**config.mk**
```make
export PLATFORM = sky130hd
export DESIGN_NAME = usb_sync_rx
export DESIGN_NICKNAME = d
export VERILOG_FILES = /design/src/rtl/usb_rx_pkg.sv /design/src/rtl/usb_sync_hunt.sv /design/src/rtl/usb_nrzi_unstuff.sv /design/src/rtl/usb_byte_pack.sv /design/src/rtl/usb_sync_rx.sv
export SDC_FILE = /design/constraint.sdc
export NUM_CORES = 1
export LEC_CHECK = 0
export CORE_UTILIZATION = 30
export CTS_BUF_LIST = sky130_fd_sc_hd__clkbuf_4
export DETAILED_ROUTE_END_ITERATION = 8
export GPL_TIMING_DRIVEN = 0
export RECOVER_POWER = 25
export SYNTH_ARGS = -nofsm -noshare
export SYNTH_HDL_FRONTEND = slang
export SYNTH_SLANG_ARGS = --single-unit
```
**constraint.sdc**
```tcl
create_clock -name clk -period 1.35 [get_ports clk]
set_input_delay 0.135 -clock clk [delete_from_list [all_inputs] [get_ports clk]]
set_output_delay 0.135 -clock clk [all_outputs]
set_load 0.02 [all_outputs]
```
**src/rtl/usb_rx_pkg.sv**
```systemverilog
package usb_rx_pkg;
   typedef enum logic [1:0] {
      SYM_SE0 = 2'b00,
      SYM_J   = 2'b01,
      SYM_K   = 2'b10,
      SYM_SE1 = 2'b11
   } line_sym_e;

   typedef enum logic {
      MODE_HUNT = 1'b0,
      MODE_RECV = 1'b1
   } rx_mode_e;
endpackage

```
**src/rtl/usb_sync_hunt.sv**
```systemverilog
module usb_sync_hunt #(
   parameter int IDLE_MIN = 2,
   parameter int MIN_ALT  = 3
) (
   input  logic       clk,
   input  logic       rst_n,
   input  logic       arm_i,
   input  logic       en_i,
   input  logic [1:0] sym_i,
   output logic       hit_o
);
   import usb_rx_pkg::*;

   localparam int IW = $clog2(IDLE_MIN + 1);
   localparam int AW = $clog2(MIN_ALT + 1);

   initial begin
      assert (IDLE_MIN >= 1) else $error("IDLE_MIN must be at least 1");
      assert (MIN_ALT >= 3 && MIN_ALT <= 7 && (MIN_ALT % 2) == 1)
         else $error("MIN_ALT must be odd and in 3..7");
   end

   logic [IW-1:0] idle_q;
   logic [AW-1:0] alt_q;
   logic          in_alt_q;
   logic          last_k_q;
   logic          is_j, is_k, alternates;

   assign is_j       = (sym_i == SYM_J);
   assign is_k       = (sym_i == SYM_K);
   assign alternates = in_alt_q && ((is_k && !last_k_q) || (is_j && last_k_q));
   assign hit_o      = arm_i && en_i && in_alt_q && is_k && last_k_q &&
                       (alt_q >= AW'(MIN_ALT));

   always_ff @(posedge clk or negedge rst_n) begin
      if (!rst_n) begin
         idle_q   <= '0;
         alt_q    <= '0;
         in_alt_q <= 1'b0;
         last_k_q <= 1'b0;
      end else if (!arm_i) begin
         idle_q   <= '0;
         alt_q    <= '0;
         in_alt_q <= 1'b0;
         last_k_q <= 1'b0;
      end else if (en_i) begin
         if (!in_alt_q) begin
            if (is_j) begin
               if (idle_q != IW'(IDLE_MIN)) idle_q <= idle_q + IW'(1);
            end else if (is_k && idle_q == IW'(IDLE_MIN)) begin
               in_alt_q <= 1'b1;
               alt_q    <= AW'(1);
               last_k_q <= 1'b1;
               idle_q   <= '0;
            end else begin
               idle_q <= '0;
            end
         end else if (alternates) begin
            if (alt_q != AW'(MIN_ALT)) alt_q <= alt_q + AW'(1);
            last_k_q <= ~last_k_q;
         end else begin
            in_alt_q <= 1'b0;
            alt_q    <= '0;
            idle_q   <= is_j ? IW'(1) : '0;
         end
      end
   end


   alt_sat_chk: assert property (@(posedge clk) disable iff (!rst_n)
      alt_q <= AW'(MIN_ALT));
endmodule

```
**src/rtl/usb_nrzi_unstuff.sv**
```systemverilog
module usb_nrzi_unstuff #(
   parameter int STUFF_RUN = 6
) (
   input  logic clk,
   input  logic rst_n,
   input  logic load_i,
   input  logic en_i,
   input  logic level_i,
   output logic bit_vld_o,
   output logic bit_o,
   output logic stuff_err_o
);
   localparam int CW = $clog2(STUFF_RUN + 1);

   initial begin
      assert (STUFF_RUN >= 1) else $error("STUFF_RUN must be at least 1");
   end

   logic          prev_q;
   logic [CW-1:0] ones_q;
   logic          raw, at_limit;

   assign raw         = (level_i == prev_q);
   assign at_limit    = (ones_q == CW'(STUFF_RUN));
   assign bit_vld_o   = en_i && !at_limit;
   assign bit_o       = raw;
   assign stuff_err_o = en_i && at_limit && raw;

   always_ff @(posedge clk or negedge rst_n) begin
      if (!rst_n) begin
         prev_q <= 1'b0;
         ones_q <= '0;
      end else if (load_i) begin
         prev_q <= 1'b1;
         ones_q <= '0;
      end else if (en_i) begin
         prev_q <= level_i;
         if (at_limit || !raw) ones_q <= '0;
         else                  ones_q <= ones_q + CW'(1);
      end
   end


   ones_bound_chk: assert property (@(posedge clk) disable iff (!rst_n)
      ones_q <= CW'(STUFF_RUN));
endmodule

```
**src/rtl/usb_byte_pack.sv**
```systemverilog
module usb_byte_pack #(
   parameter int DATA_W    = 8,
   parameter bit LSB_FIRST = 1'b1
) (
   input  logic              clk,
   input  logic              rst_n,
   input  logic              start_i,
   input  logic              bit_vld_i,
   input  logic              bit_i,
   input  logic              end_i,
   input  logic              abort_i,
   output logic              byte_vld_o,
   output logic [DATA_W-1:0] byte_o,
   output logic              sop_o,
   output logic              eop_o,
   output logic              err_align_o,
   output logic              err_stuff_o
);
   localparam int BW = $clog2(DATA_W);

   initial begin
      assert (DATA_W >= 2) else $error("DATA_W must be at least 2");
   end

   logic [DATA_W-1:0] sr_q, sr_nxt;
   logic [BW-1:0]     idx_q;
   logic              first_q, last;

   generate
      if (LSB_FIRST) begin : g_lsb
         assign sr_nxt = {bit_i, sr_q[DATA_W-1:1]};
      end else begin : g_msb
         assign sr_nxt = {sr_q[DATA_W-2:0], bit_i};
      end
   endgenerate

   assign last = (idx_q == BW'(DATA_W - 1));

   always_ff @(posedge clk or negedge rst_n) begin
      if (!rst_n) begin
         sr_q        <= '0;
         idx_q       <= '0;
         first_q     <= 1'b0;
         byte_vld_o  <= 1'b0;
         byte_o      <= '0;
         sop_o       <= 1'b0;
         eop_o       <= 1'b0;
         err_align_o <= 1'b0;
         err_stuff_o <= 1'b0;
      end else begin
         byte_vld_o  <= 1'b0;
         sop_o       <= 1'b0;
         eop_o       <= 1'b0;
         err_align_o <= 1'b0;
         err_stuff_o <= 1'b0;
         if (start_i) begin
            idx_q   <= '0;
            first_q <= 1'b1;
         end else if (abort_i) begin
            err_stuff_o <= 1'b1;
            idx_q       <= '0;
         end else if (end_i) begin
            eop_o       <= 1'b1;
            err_align_o <= (idx_q != '0);
            idx_q       <= '0;
         end else if (bit_vld_i) begin
            sr_q <= sr_nxt;
            if (last) begin
               byte_vld_o <= 1'b1;
               byte_o     <= sr_nxt;
               sop_o      <= first_q;
               first_q    <= 1'b0;
               idx_q      <= '0;
            end else begin
               idx_q <= idx_q + BW'(1);
            end
         end
      end
   end


   byte_eop_excl_chk: assert property (@(posedge clk) disable iff (!rst_n)
      !(byte_vld_o && eop_o));

   sop_with_byte_chk: assert property (@(posedge clk) disable iff (!rst_n)
      sop_o |-> byte_vld_o);
endmodule

```
**src/rtl/usb_sync_rx.sv**
```systemverilog
module usb_sync_rx #(
   parameter int IDLE_MIN  = 2,
   parameter int MIN_ALT   = 3,
   parameter int STUFF_RUN = 6,
   parameter int DATA_W    = 8
) (
   input  logic              clk,
   input  logic              rst_n,
   input  logic              sym_en_i,
   input  logic [1:0]        sym_i,
   output logic              byte_vld_o,
   output logic [DATA_W-1:0] byte_o,
   output logic              byte_sop_o,
   output logic              eop_o,
   output logic              err_align_o,
   output logic              err_stuff_o
);
   import usb_rx_pkg::*;

   rx_mode_e mode_q;
   logic     se0_q;
   logic     is_se0, hit, rx_en, data_en, end_req;
   logic     bit_vld, bit_val, stuff_err;

   assign is_se0  = (sym_i[1] == sym_i[0]);
   assign rx_en   = sym_en_i && (mode_q == MODE_RECV);
   assign data_en = rx_en && !is_se0;
   assign end_req = rx_en && is_se0 && se0_q;

   usb_sync_hunt #(.IDLE_MIN(IDLE_MIN), .MIN_ALT(MIN_ALT)) hunt_i (
      .clk   (clk),
      .rst_n (rst_n),
      .arm_i (mode_q == MODE_HUNT),
      .en_i  (sym_en_i),
      .sym_i (sym_i),
      .hit_o (hit)
   );

   usb_nrzi_unstuff #(.STUFF_RUN(STUFF_RUN)) dec_i (
      .clk         (clk),
      .rst_n       (rst_n),
      .load_i      (hit),
      .en_i        (data_en),
      .level_i     (sym_i == SYM_K),
      .bit_vld_o   (bit_vld),
      .bit_o       (bit_val),
      .stuff_err_o (stuff_err)
   );

   usb_byte_pack #(.DATA_W(DATA_W), .LSB_FIRST(1'b1)) pack_i (
      .clk         (clk),
      .rst_n       (rst_n),
      .start_i     (hit),
      .bit_vld_i   (bit_vld),
      .bit_i       (bit_val),
      .end_i       (end_req),
      .abort_i     (stuff_err),
      .byte_vld_o  (byte_vld_o),
      .byte_o      (byte_o),
      .sop_o       (byte_sop_o),
      .eop_o       (eop_o),
      .err_align_o (err_align_o),
      .err_stuff_o (err_stuff_o)
   );

   always_ff @(posedge clk or negedge rst_n) begin
      if (!rst_n) begin
         mode_q <= MODE_HUNT;
         se0_q  <= 1'b0;
      end else if (hit) begin
         mode_q <= MODE_RECV;
         se0_q  <= 1'b0;
      end else if (rx_en) begin
         if (end_req || stuff_err) begin
            mode_q <= MODE_HUNT;
            se0_q  <= 1'b0;
         end else begin
            se0_q <= is_se0;
         end
      end
   end


   stuff_to_hunt_chk: assert property (@(posedge clk) disable iff (!rst_n)
      err_stuff_o |-> (mode_q == MODE_HUNT));

   eop_to_hunt_chk: assert property (@(posedge clk) disable iff (!rst_n)
      eop_o |-> (mode_q == MODE_HUNT));

   byte_in_recv_chk: assert property (@(posedge clk) disable iff (!rst_n)
      byte_vld_o |-> (mode_q == MODE_RECV));

   enter_on_k_chk: assert property (@(posedge clk) disable iff (!rst_n)
      $rose(mode_q == MODE_RECV) |-> $past(sym_en_i && sym_i == SYM_K));
endmodule

```
## After elaboration in Yosys (flattened, before gate mapping)

Index checks and enable logic that the tools add are counted.

| cells by class | value |
|---|---|
| add/sub/neg operators | 4 |
| eq/ne operators | 16 |
| order comparisons | 1 |
| bitwise logic cells | 5 |
| muxes and demuxes | 65 |
| reductions and logical operators | 39 |

Operator list:

| operator | count |
|---|---|
| 1-bit 2-to-1 mux | 44 |
| 2-bit 2-to-1 mux | 13 |
| 3-bit 2-to-1 mux | 8 |
| 1-bit logical AND | 16 |
| 4-bit AND reduction | 4 |
| 2-bit nonzero test | 6 |
| 3-bit by 1-bit adder with 3-bit output (second input constant) | 2 |
| 3-bit equality test (second input constant) | 2 |
| 3-bit inequality test (second input constant) | 2 |
| 3-bit nonzero test | 2 |
| 1-bit inverter | 5 |
| 5-bit AND reduction | 1 |
| 2-bit by 1-bit adder with 2-bit output (second input constant) | 2 |
| 2-bit equality test (second input constant) | 2 |
| 1-bit zero test | 4 |
| 2-bit by 1-bit inequality test with 1-bit output (second input constant) | 2 |
| 2-bit inequality test (second input constant) | 2 |
| 4-bit by 3-bit inequality test with 1-bit output (second input constant) | 1 |
| 4-bit inequality test (second input constant) | 1 |
| 4-bit nonzero test | 1 |
| 1-bit logical OR | 3 |
| 3-bit by 2-bit inequality test with 1-bit output (second input constant) | 1 |
| 3-bit AND reduction | 1 |
| 1-bit equality test | 2 |
| 3 further kinds | 3 |

| word-level totals | value |
|---|---|
| output and inout bits | 13 |
| register bits after elaboration | 37 |
| input port bits | 5 |

## Longest topological paths before layout

Gate-level depths: netlist of run 1.

| depth | value |
|---|---|
| depth after elaboration | 9 |
| gate-level depth with buffers | 8 |
| depth with buffers taken out | 6 |

## Hierarchy

From an unflattened synthesis of run 1, not the netlist that was laid out.

| second synthesis, totals | value |
|---|---|
| cells, all modules | 156 |
| area total of the unflattened synthesis | 1833.0 um^2 |

By module, submodules not included:

| module | seq. area each (um^2) | cells an instance | area an instance (um^2) | instances |
|---|---|---|---|---|
| usb_byte_pack | 600.6 | 64 | 962.2 | 1 |
| usb_sync_hunt | 150.1 | 52 | 483.0 | 1 |
| usb_nrzi_unstuff | 100.1 | 25 | 255.2 | 1 |
| usb_sync_rx | 50.0 | 15 | 132.6 | 1 |

## Least setup slack after synthesis of run 1

Ideal clock, no wire load.

| timing path | value |
|---|---|
| path kind | flip-flop to flip-flop |
| from | register dec_i.ones_q[0] |
| to | register mode_q |
| cell stages (with the launch flop) | 7 |
| library setup time | 0.118 ns |
| data arrival time | 1.384 ns |
| buffers on the path | 0 |
| period minus slack after synthesis | 1.502 ns |
| slack | -0.152 ns |
| path through | dfrtp_1 -> inv_1 -> ha_1 -> nand2_1 -> o31a_1 -> nand2b_1 -> a21o_1 |

| on the way | value |
|---|---|
| cells in the longest elaborated chain, start to end | 6 |

Ends and longest elaborated chain:

| item | line | text |
|---|---|---|
| from (decl) | usb_nrzi_unstuff.sv:20 | `logic [CW-1:0] ones_q;` |
| from (signal assigned) | usb_nrzi_unstuff.sv:39 | `else ones_q <= ones_q + CW'(1);` |
| 3-bit equality test | usb_nrzi_unstuff.sv:24 | `assign at_limit = (ones_q == CW'(STUFF_RUN));` |
| 1-bit logical AND (2 in a row) | usb_nrzi_unstuff.sv:27 | `assign stuff_err_o = en_i && at_limit && raw;` |
| 1-bit logical OR | usb_sync_rx.sv:74 | `if (end_req \|\| stuff_err) begin` |
| 2-bit nonzero test (no line) | -- |  |
| 2-bit AND reduction (no line) | -- |  |
| to (signal assigned) | usb_sync_rx.sv:68 | `mode_q <= MODE_HUNT;` |
| to (signal assigned) | usb_sync_rx.sv:71 | `mode_q <= MODE_RECV;` |
| to (signal assigned) | usb_sync_rx.sv:75 | `mode_q <= MODE_HUNT;` |
| to (decl) | usb_sync_rx.sv:20 | `rx_mode_e mode_q;` |

Every way passes these cells.
A chain may end at the register's enable or synchronous reset.

## Final worst setup path of run 1

Ends and elaborated chain as after synthesis.

==> results.yml, run 1 <==
clocking:
  tritoncts: "built"
  htreeDepth: 2
  cts.path.max_buffers: 2
  cts_made_buffers: 5
  cts-root-buf: "clkbuf_4"
  clkSinkCount: 36
  cts.clk_slew.worst_paths_ns: 0.10
  worst_skew_pair.late_latency_ns: 0.33
cells_and_area:
  fin_nets: 207
  final_util_pct: 41.4
  fin_area_um2: 2320
  antennaDiodeCount: 0
  synthToLayoutAreaGrowth_pct: 30.3
  layout-drive-gt1-share_pct: 33.2
  fin_cells: 265
floorplan:
  initial_core_util_pct: 31.7
  io_pins: 18
  num_rows: 27
  die_area_um2: 6250
  die_y_um: 79.0
  design.core.area_um2: 5610
  die_x_um: 79.0
critical_path:
  worstSetupStartpointType: "flip-flop"
  crit_path_end_kind: "flip-flop"
  critPathKind: "reg -> reg"
  crit_required_ns: 1.58
  crit_fanout: 5
  critical-path-max-stage-delay_ns: 0.40
  cpMaxStageDelayCell: "dfrtp_1"
  cp_cell_sequence: "inv_2 > ha_4 > nand2_8 > o31a_1 > nand2b_1 > a21o_1"
  worstPathArrival_ns: 1.67
drt:
  vias_per_cell: 4.61
  wl_met1_mm: 1.67
  first_pass_iters: 4
  postRouteAntennaNets: 0
  wl_per_cell_um: 12.2
  top_layer: "met4"
  drt_iter0_drc: 61
  wl_mm: 3.23
  route.detailed.drc: 0
  dr_wl_met3_um: 104
  wl_met2_mm: 1.39
  via_count: 1222
outcome:
  violations: "setup timing"
  status: "finished with violations"
sta:
  period_minus_slack_ns: 1.44
  worst_clock_skew_ns: 0.00764
  max_freq_mhz: 695
  rsz0062_at_grt: "true"
  setup_ws_ns: -0.0896
  slew_headroom_pct: 41.6
  setup_viol: 18
  fin_crit_sh_pct: 107
  fin_tns_setup_ns: -0.862
  maxSlewViolCount: 0
  tightest_slew_ns: 0.876
  finalHoldViolations: 0
synthesis:
  synth-seq-cells: 36
  synth_seq_area_share_pct: 50.6
  synth_compound_area_share_pct: 7.52
  synth_top_family_by_area: "simple AND/OR/NAND/NOR gates"
  synth_xor_area_share_pct: 0.984
  yosysWarnings: 0
  synthCells: 152
  ys_top_cells_by_area: "dfrtp_1, ha_1, mux2_4"
  yosysTopAreaCell: "dfrtp_1"
  yosys.area_share.adder_pct: 6.32
  synth_nets: 166
  synth.distinct_cells: 42
  netlist_area_um2: 1780
  yosys.area_share.simple_pct: 16.0
  yosysTopAreaCellShare_pct: 50.6
  synthMuxAreaShare_pct: 12.6
  syn_area_per_cell_um2: 11.7
run:
  drv_cap: 0
placed_design:
  dpl_cell_area_um2: 2070
  dp.final_hpwl_mm: 2.02
  port_buffers: 16
  dp_cells: 240
  gp_congestion: 0.751
pwr:
  peakVddDrop_mv: 0.267
  power_density_nw_per_um2: 865
  power_mw: 2.01
  total_leakage_power_nw: 1.14
grt:
  antenna_found_initial: 0
  grt_pass1_wl_mm: 5.64
  grt-ovfl-total: 0
  grt_pass1_vias: 1187
  grt_max_degree: 37
  grtUsageTotal_pct: 11.9
hold_path:
  min-delay-path-class: "in -> reg"
-- through the flow --
step	setup WS, ns	hold WS, ns
2_1_floorplan	-0.0531	-0.161
3_3_place_gp	-0.719	0.454
3_5_place_dp	-0.606	0.274
4_1_cts	-0.0980	0.0955
5_1_grt	-0.132	0.0951
6_report	-0.0896	0.124
-- state kept, by name (all words and copies together), names as in the netlist --
signal / cells
hunt_i.in_alt_q: 1
hunt_i.alt_q: 2
mode_q: 1
pack_i.byte_vld_o: 1
pack_i.sr_q: 7
hunt_i.idle_q: 2
dec_i.prev_q: 1
pack_i.err_stuff_o: 1
pack_i.byte_o: 8
pack_i.first_q: 1
dec_i.ones_q: 3
pack_i.idx_q: 3
pack_i.eop_o: 1
pack_i.sop_o: 1
se0_q: 1
pack_i.err_align_o: 1
hunt_i.last_k_q: 1
-- cells by family (layout without fill, tap and decap cells) --
logic type | Yosys count | count (layout)
AOI/OAI and AO/OA | 20 | 20
xor gates and xnor gates | 2 | 2
and+or+nand+nor | 49 | 49
buffers and inverters | 18 | 59
adders and majority gates | 9 | 9
DFF | 36 | 36
muxes | 18 | 18
-- cells in the mapped netlist, drive strengths merged --
cell	instances
inv	12
nor4	1
nor2b	2
nand3	5
or3	1
and3b	2
nor3b	1
o22ai	1
a21o	1
or2	1
ha	9
nand2b	1
o221ai	1
mux2	14
nand2	14
nor4b	1
mux2i	4
nand4b	2
a21oi	7
nand3b	2
o2bb2ai	1
and2	1
buf	6
o21bai	1
o21ai	2
o211ai	1
o31ai	1
a22oi	1
xnor2	1
xor2	1
dfrtp	36
o31a	1
nand4bb	1
a32o	1
nor3	4
nor2	10
a32oi	1
-- area by class of cell --
cell class | instances | area (um^2)
Clock inverter | 1 | 5.00
Multi-Input combinational cell | 98 | 880
Inverter | 12 | 45.0
Timing Repair Buffer | 34 | 294
Clock buffer | 6 | 45.0
Buffer | 6 | 58.8
Tap cell | 72 | 90.1
Fill cell | 562 | 3290
Sequential cell | 36 | 902
-- worst paths after layout --
| kind | slack (ns) | depth (start not counted) | start | end |
|---|---|---|---|---|
| min in group asynchronous | 0.44 | 2 | rst_n | hunt_i.in_alt_q |
| max reg2reg | -0.09 | 6 | dec_i.ones_q[0] | mode_q |
| min | 0.12 | 3 | sym_en_i | mode_q |
| max in group asynchronous | 0.30 | 2 | rst_n | hunt_i.last_k_q |
| min reg2reg | 0.48 | 2 | pack_i.byte_o[7] | pack_i.byte_o[7] |
| max | -0.09 | 6 | dec_i.ones_q[0] | mode_q |
-- power breakdown --
| part | total [mW] | switching [mW] | leakage [nW] | internal [mW] |
|---|---|---|---|---|
| clock | 0.547 | 0.335 | 0.0315 | 0.212 |
| sequential | 1.18 | 0.0535 | 0.487 | 1.12 |
| combinational | 0.284 | 0.132 | 0.624 | 0.152 |
| total | 2.01 | 0.520 | 1.14 | 1.49 |
-- placed cells by master (no fill, tap or decap), types with 3 or more instances in the layout --
master and instances:
clkbuf_4 6, ha_4 3, mux2_2 7, dfrtp_1 35, mux2i_1 3, a21oi_1 7, mux2_4 7, dlygate4sd2_1 15
nand2_1 11, nor3_1 3, buf_6 3, ha_1 3, ha_2 3, buf_4 16, inv_1 10, nor2_1 10
nand3_1 3
-- repair_timing --
action,4_1_cts,5_1_grt
cloned,1,0
pin swaps,6,6
hold endpoints to repair,36,0
gates resized for setup,22,6
setup endpoints to repair,41,24
hold buffers,1,0
setup buffers,9,7
-- worst max-delay path: cells and delay by family, from the launching register on --
family | cells | cell delay, ns
flops | 1 | 0.40
fa+ha+maj | 1 | 0.17
compound gates | 2 | 0.47
buf+inv | 1 | 0.08
simple gates | 2 | 0.22
-- routing by layer --
metal / GRT usage, % / vias to the layer above
li1: - / 608
met2: 17.2 / 17
met1: 16.2 / 593
met4: 5.45 / 0
met5: 0 / -
met3: 3.79 / 4
(Power assumes the default switching activity.)
==> run 2, diff against run 1 <==
--- a/config.mk
+++ b/config.mk
@@ -5,11 +5,13 @@
 export SDC_FILE = /design/constraint.sdc
 export NUM_CORES = 1
 export LEC_CHECK = 0
+export CORE_MARGIN = 10
 export CORE_UTILIZATION = 30
 export CTS_BUF_LIST = sky130_fd_sc_hd__clkbuf_4
 export DETAILED_ROUTE_END_ITERATION = 8
 export GPL_TIMING_DRIVEN = 0
 export RECOVER_POWER = 25
+export SLEW_MARGIN = 30
 export SYNTH_ARGS = -nofsm -noshare
 export SYNTH_HDL_FRONTEND = slang
 export SYNTH_SLANG_ARGS = --single-unit
==> run 2 against run 1 <==
Compared with the run above: the run still ends with setup timing left; clock power increased by 43%; register-to-register slack about the same; via count increased by 3.2%; global-route usage decreased by 4.1 points; final area increased by 6.2%; highest routed layer unchanged.
==> results.yml, run 2 (synthesis gave the netlist of run 1 again) <==
drt:
  drt_iter0_drc: 68
  vias_per_cell: 4.62
  wl_per_cell_um: 13.0
  route.detailed.drc: 0
  postRouteAntennaNets: 0
  wl_mm: 3.56
  first_pass_iters: 4
  via_count: 1261
outcome:
  violations: "setup timing"
  status: "finished with violations"
sta:
  finalHoldViolations: 0
  setup_ws_ns: -0.0751
  worst_clock_skew_ns: 0.0139
  tightest_slew_ns: 0.554
  max_freq_mhz: 702
  slew_headroom_pct: 63.1
  fin_crit_sh_pct: 106
  rsz0062_at_grt: "true"
  maxSlewViolCount: 0
  period_minus_slack_ns: 1.43
  setup_viol: 16
grt:
  grt_pass1_wl_mm: 6.07
  grtUsageTotal_pct: 7.81
  grt_pass1_vias: 1246
  grt_max_degree: 21
  antenna_found_initial: 0
  grt-ovfl-total: 0
critical_path:
  worstSetupStartpointType: "flip-flop"
  crit_required_ns: 1.59
  crit_fanout: 3
  worstPathArrival_ns: 1.67
  ff2ff_path_depth: 5
  crit_path_end_kind: "flip-flop"
  critPathKind: "reg -> reg"
floorplan:
  initial_core_util_pct: 30.4
  io_pins: 18
  die_x_um: 97.0
  num_rows: 28
  die_area_um2: 9420
  design.core.area_um2: 5850
  die_y_um: 97.0
cells_and_area:
  synthToLayoutAreaGrowth_pct: 38.4
  layout-drive-gt1-share_pct: 35.9
  fin_cells: 273
  top_register: "pack_i.byte_o"
  fin_nets: 211
  final_cell_mix: "dfrtp_1, buf_4, dlygate4sd2_1"
  fin_area_um2: 2460
  antennaDiodeCount: 0
  largest_reg_flops: 8
  layout_commonest_cell: "dfrtp_1"
  reg.largest.list: "pack_i.byte_o x8, pack_i.sr_q x7"
  n_fill_cell: 554
clocking:
  tritoncts: "built"
  worst_skew_pair.late_latency_ns: 0.35
  cts.clk_slew.worst_paths_ns: 0.11
  cts.path.max_buffers: 2
  cts_made_buffers: 5
  htreeDepth: 2
  cts-root-buf: "clkbuf_4"
  clkSinkCount: 36
hold_path:
  holdPathStages: 3
  min-delay-path-class: "in -> reg"
placed_design:
  dp.final_hpwl_mm: 2.28
  dpl_cell_area_um2: 2100
  gp_congestion: 0.780
  dp_cells: 244
  port_buffers: 16
run:
  drv_cap: 0
pwr:
  total_leakage_power_nw: 1.22
  peakVddDrop_mv: 0.502
  power_density_nw_per_um2: 930
[run 2: stage by stage]
| stage | setup slack, ns | power (mW) | utilization [%] | hold WS, ns | TNS, ns |
|---|---|---|---|---|---|
| 6_report | -0.0751 | 2.29 | 42.1 | 0.0931 | -0.584 |
| 5_1_grt | -0.144 | 2.39 | 42.1 | 0.0818 | -1.74 |
| 4_1_cts | -0.106 | 2.26 | 40.0 | 0.0842 | -1.13 |
| 3_5_place_dp | -0.603 | 1.38 | 35.9 | 0.143 | -16.00 |
| 3_3_place_gp | -0.714 | 1.37 | 35.5 | 0.451 | -41.33 |
| 2_1_floorplan | -0.0531 | 1.31 | - | -0.161 | -0.0837 |
[run 2: final cells by class]
| cell class | instances | area, um^2 | share of cell area (%) |
|---|---|---|---|
| Buffer | 6 | 65.1 | 2.64 |
| Clock buffer | 6 | 45.0 | 1.83 |
| Clock inverter | 2 | 35.0 | 1.42 |
| Inverter | 12 | 45.0 | 1.83 |
| Multi-Input combinational cell | 99 | 933 | 37.9 |
| Sequential cell | 36 | 902 | 36.6 |
| Tap cell | 75 | 93.8 | 3.81 |
| Timing Repair Buffer | 37 | 344 | 14.0 |
[run 2: worst paths after layout]
kind / from / to / slack, ns
max reg2reg: hunt_i.alt_q[1] / dec_i.prev_q / -0.08
min: sym_en_i / mode_q / 0.09
max in group asynchronous: rst_n / dec_i.ones_q[1] / 0.59
min reg2reg: pack_i.first_q / pack_i.sop_o / 0.50
min in group asynchronous: rst_n / hunt_i.in_alt_q / 0.29
max: hunt_i.alt_q[1] / dec_i.prev_q / -0.08
[run 2: report_power, final]
group	internal (mW)	leakage, nW	switching [mW]
Clock	0.408	0.0456	0.375
Sequential	1.12	0.487	0.0474
Combinational	0.196	0.685	0.143
Total	1.73	1.22	0.565
[run 2: metal layers]
| metal | GRT usage, % | share of wire, % | up-vias |
|---|---|---|---|
| li1 | - | - | 626 |
| met1 | 9.23 | 48 | 609 |
| met2 | 11.8 | 44 | 18 |
| met3 | 2.84 | 5.0 | 8 |
| met4 | 4.77 | 2.6 | 0 |
| met5 | 0 | 0 | - |
[run 2: what timing repair did]
item                                    CTS  global route
pin swaps                                 6             7
hold buffers                              1             0
cloned                                    2             0
endpoints found under the hold margin    19             0
setup buffers                            12             6
resized for setup                        24            17
endpoints found under the setup margin   40            24
[run 2: critical path, stage by stage, from the launching register on]
cell and delay, ns:
dfrtp_1 0.40, ha_4 0.16, nand3_2 0.09, nor3_4 0.23
or2_4 0.16, mux2_4 0.29
